`config.mk`:
```
export PLATFORM = sky130hd
export DESIGN_NAME = stereo_serial_rx
export DESIGN_NICKNAME = d
export VERILOG_FILES = /design/src/rtl/srx_pkg.sv /design/src/rtl/srx_line_sync.sv /design/src/rtl/srx_chan_shifter.sv /design/src/rtl/stereo_serial_rx.sv
export SDC_FILE = /design/constraint.sdc
export NUM_CORES = 1
export LEC_CHECK = 0
export BUFFER_PORTS_ARGS = -buffer_cell sky130_fd_sc_hd__buf_2
export CAP_MARGIN = 10
export CORE_MARGIN = 2
export CORE_UTILIZATION = 40
export DETAILED_ROUTE_END_ITERATION = 10
export PLACE_DENSITY = 0.62
export SYNTH_ARGS = -nofsm -noshare
export SYNTH_HDL_FRONTEND = slang
export SYNTH_SLANG_ARGS = --single-unit
```
`constraint.sdc`:
```
create_clock -name clk -period 1.9 [get_ports clk]
set_input_delay 0.38 -clock clk [delete_from_list [all_inputs] [get_ports clk]]
set_output_delay 0.38 -clock clk [all_outputs]
set_load 0.005 [all_outputs]
```
`src/rtl/srx_pkg.sv`:
```
package srx_pkg;
  localparam int CHANS = 2;
  localparam int LINE_BCLK = 0;
  localparam int LINE_DATA0 = 1;
  localparam int LINE_STROBE0 = LINE_DATA0 + CHANS;
  localparam int LINES = LINE_STROBE0 + CHANS;

  typedef enum logic {
    CH_LEFT  = 1'b0,
    CH_RIGHT = 1'b1
  } chan_e;
endpackage

```
`src/rtl/srx_line_sync.sv`:
```
module srx_line_sync #(
  parameter int W      = 5,
  parameter int STAGES = 2
) (
  input  logic         clk,
  input  logic         rst,
  input  logic [W-1:0] lines_i,
  output logic [W-1:0] level_o,
  output logic [W-1:0] rise_o,
  output logic [W-1:0] fall_o
);
  localparam int DEPTH = STAGES + 1;

  logic [W-1:0] chain_q [DEPTH];

  always_ff @(posedge clk) begin
    if (rst) begin
      for (int i = 0; i < DEPTH; i++) chain_q[i] <= '0;
    end else begin
      chain_q[0] <= lines_i;
      for (int i = 1; i < DEPTH; i++) chain_q[i] <= chain_q[i-1];
    end
  end

  assign level_o = chain_q[STAGES-1];
  assign rise_o  = chain_q[STAGES-1] & ~chain_q[STAGES];
  assign fall_o  = ~chain_q[STAGES-1] & chain_q[STAGES];
endmodule

```
`src/rtl/srx_chan_shifter.sv`:
```
module srx_chan_shifter #(
  parameter int WORD_W = 16
) (
  input  logic              clk,
  input  logic              rst,
  input  logic              shift_en,
  input  logic              bit_i,
  input  logic              load_en,
  output logic [WORD_W-1:0] word_o,
  output logic              load_o
);
  logic [WORD_W-1:0] shift_q;
  logic [WORD_W-1:0] word_q;
  logic              load_q;

  always_ff @(posedge clk) begin
    if (rst) begin
      shift_q <= '0;
    end else if (shift_en) begin
      shift_q <= {shift_q[WORD_W-2:0], bit_i};
    end
  end

  always_ff @(posedge clk) begin
    if (rst) begin
      word_q <= '0;
      load_q <= 1'b0;
    end else begin
      load_q <= load_en;
      if (load_en) word_q <= shift_q;
    end
  end

  assign word_o = word_q;
  assign load_o = load_q;
endmodule

```
`src/rtl/stereo_serial_rx.sv`:
```
module stereo_serial_rx #(
  parameter int WORD_W      = 16,
  parameter int SYNC_STAGES = 2
) (
  input  logic              clk,
  input  logic              rst,
  input  logic              bclk_i,
  input  logic              sdata_l_i,
  input  logic              sdata_r_i,
  input  logic              strobe_l_i,
  input  logic              strobe_r_i,
  output logic [WORD_W-1:0] sample_l_o,
  output logic [WORD_W-1:0] sample_r_o,
  output logic              update_l_o,
  output logic              update_r_o
);
  import srx_pkg::*;

  logic [LINES-1:0] raw_lines;
  logic [LINES-1:0] lvl;
  logic [LINES-1:0] rise;
  logic [LINES-1:0] fall;

  logic [WORD_W-1:0] words [CHANS];
  logic [CHANS-1:0]  loads;

  assign raw_lines[LINE_BCLK]                  = bclk_i;
  assign raw_lines[LINE_DATA0 + int'(CH_LEFT)]   = sdata_l_i;
  assign raw_lines[LINE_DATA0 + int'(CH_RIGHT)]  = sdata_r_i;
  assign raw_lines[LINE_STROBE0 + int'(CH_LEFT)]  = strobe_l_i;
  assign raw_lines[LINE_STROBE0 + int'(CH_RIGHT)] = strobe_r_i;

  srx_line_sync #(
    .W      (LINES),
    .STAGES (SYNC_STAGES)
  ) u_sync (
    .clk     (clk),
    .rst     (rst),
    .lines_i (raw_lines),
    .level_o (lvl),
    .rise_o  (rise),
    .fall_o  (fall)
  );

  for (genvar ch = 0; ch < CHANS; ch++) begin : g_chan
    srx_chan_shifter #(
      .WORD_W (WORD_W)
    ) u_shift (
      .clk      (clk),
      .rst      (rst),
      .shift_en (rise[LINE_BCLK]),
      .bit_i    (lvl[LINE_DATA0 + ch]),
      .load_en  (fall[LINE_STROBE0 + ch]),
      .word_o   (words[ch]),
      .load_o   (loads[ch])
    );
  end

  assign sample_l_o = words[int'(CH_LEFT)];
  assign sample_r_o = words[int'(CH_RIGHT)];
  assign update_l_o = loads[int'(CH_LEFT)];
  assign update_r_o = loads[int'(CH_RIGHT)];
endmodule

```
==> results.cfg <==
[status]
status = complete, no violations

[synthesis]
syn-num-nets = 252
synthArstFlopShare_pct = 0
synthTopCellsByArea = dfxtp_1 55%, mux2i_1 22%, nand2b_1 15%
synth-edff-count = 0
yosysWarnings = 0
synth_top_area_cell = dfxtp_1
synth_area_um2 = 2860
yosysSeqAreaShare_pct = 55.3
syn_area_per_cell_um2 = 11.7
synth.most_common_cell = dfxtp_1
ys_types = 14
syn_inst = 245
synthFlopType = dfxtp_1
synth-seq-cells = 79
synthTopCellsByCount = 79 x dfxtp_1, 67 x nand2b_1, 62 x mux2i_1, 14 x nor2b_1, 7 x clkbuf_1
yosysTopAreaCellShare_pct = 55.3

[floorplanning]
initial_core_util_pct = 41.6
die-area_um2 = 7840
die_w_um = 88.5
die_h_um = 88.5
rows = 30
core_area_um2 = 6870
ioPinCount = 41

[cts]
clock_path_buffers = 2
clockRootBuffer = clkbuf_8
cts_tree = built
cts_num_sinks = 79
clock_latency_ns = 0.35
cts_buffers = 9
clkTransAtPathRegs_ns = 0.07
post_cts_buffers = 0
cts_hold_buf = 0
cts-resized-gates = 0
htreeDepth = 3

[route]
drt_pre_antenna_iters = 6
routed_via_density = 4.45
routedWlPerCell_um = 11.5
vias = 1714
antenna_left = 0
first_iter_violations = 69
routed_wl_um = 4440
drc = 0

[global_routing]
grt_use_met2_pct = 18.3
grt_pass1_vias = 1593
grt_pass1_wl_um = 7430
grt_busiest_layer = met2
grt_antenna_before_repair = 0
gr-total-overflow = 0
grt_usage_pct = 12.8
grt_max_degree = 82
met3_usage_pct = 4.48
use_met1_pct = 16.4

[critical_path]
crit_required_ns = 2.17
end_kind = flop
arrival_ns = 1.52
rr_endpoint = g_chan[1].u_shift.shift_q[11]
crit_fanout = 23
r2r_start = u_sync.chain_q[0][5]
r2r_slack_ns = 0.65
start_kind = flop
worstSetupPathType = reg2reg
reg2reg_depth = 3

[placement]
hpwl_um = 2680
dp_cells = 369
io_buffers = 40
gp_congestion = 0.670

[power]
leakagePower_nw = 1.46
ir_drop_mv = 0.354
power.density_nw_per_um2 = 926

[timing]
slew_viol_final = 0
finalSetupTns_ns = 0
hold_viol = 0
timing.slew.headroom_pct = 55.9
worst_pin_slew_ns = 0.662
rsz0062_at_grt = false
fin_skew_ns = 0.00650
period_share_pct = 65.5
period_minus_slack_ns = 1.25
finalSetupViolations = 0
max_freq_mhz = 803

[hold_path]
min_path_cells = 2
min_path_type = in2reg
holdPathEnd = u_sync.chain_q[0][1]
hp-start = sdata_l_i

[layout]
diodes = 0
layout.cells.non_filler = 385
area_growth_pct = 17.2
drive_gt1_share_pct = 20.8
nets = 291

[flow_run]
maxCapViolCount = 0
==> cell type report <==
type	count	area, um^2
fillers	632	3520
flip-flops and latches	79	1580
multi-input cells	150	1180
repair buffers	44	255
clock buffers	10	128
well taps	96	120
clock inverters	6	85.1
==> cells in the final DEF, fill, tap and decap left out, types with 2 or more instances in the layout <==
cell         n
bufinv_16    2
o21ai_1      2
buf_2       40
dfxtp_1     79
clkinvlp_4   2
mux2i_1     62
clkbuf_8     9
nor2_1       2
nor2b_1     14
nand2b_1    67
buf_12       2
buf_4        2
clkinv_2     2
nand4bb_1    2
==> state kept, by name (all words and copies together) (netlist names) <==
name and count:
u_sync.chain_q 13, g_chan.u_shift.word_o 32, g_chan.u_shift.shift_q 32, g_chan.u_shift.load_o 2
==> power breakdown <==
part / total [W] / internal [W] / switching, W
clock network: 0.00133 / 0.000735 / 0.000591
logic: 0.000104 / 0.0000568 / 0.0000468
registers: 0.00167 / 0.00167 / 0.00000434
total: 0.00310 / 0.00246 / 0.000642
==> layer usage <==
metal,part of all wire [%],up-vias
met5,0,-
met4,2.9,0
met3,5.7,11
met2,41,35
met1,50,789
li1,-,879
==> kinds of logic (layout without fill, tap and decap cells) <==
group | after synthesis | after routing | share of synthesized area (%)
and+or+nand+nor | 86 | 86 | 19.3
AOI/OAI and AO/OA | 2 | 2 | 0.350
muxes | 62 | 62 | 21.7
buffers and inverters | 16 | 60 | 3.37
DFF | 79 | 79 | 55.3
==> worst max path at each step <==
stage / startpoint / to / cells past startpoint
floorplan: rst / g_chan[0].u_shift.load_o / 4
global placement: rst / g_chan[0].u_shift.word_o[7] / 4
detailed placement: u_sync.chain_q[0][5] / g_chan[1].u_shift.shift_q[11] / 3
CTS: u_sync.chain_q[0][5] / g_chan[1].u_shift.shift_q[11] / 3
global route: u_sync.chain_q[0][5] / g_chan[0].u_shift.shift_q[11] / 3
finish: u_sync.chain_q[0][5] / g_chan[1].u_shift.shift_q[11] / 3
==> critical path: stages, from the launching register on <==
cell,delay (ns)
dfxtp_1,0.39
nor2b_4,0.33
buf_12,0.24
mux2i_1,0.21
==> metrics by stage <==
step           setup WS (ns)  util (%)  cell area, um^2  hold slack [ns]  total power (W)
2_1_floorplan          0.809         -             2860            0.414          0.00180
3_5_place_dp           0.673      45.7             3140            0.424          0.00182
4_1_cts                0.648      48.8             3350            0.223          0.00315
6_report               0.655      48.8             3350            0.238          0.00310
5_1_grt                0.563      48.8             3350            0.238          0.00321
3_3_place_gp           0.711      45.7             3140            0.416          0.00182
Note: power is estimated with default switching activity, not from simulation.
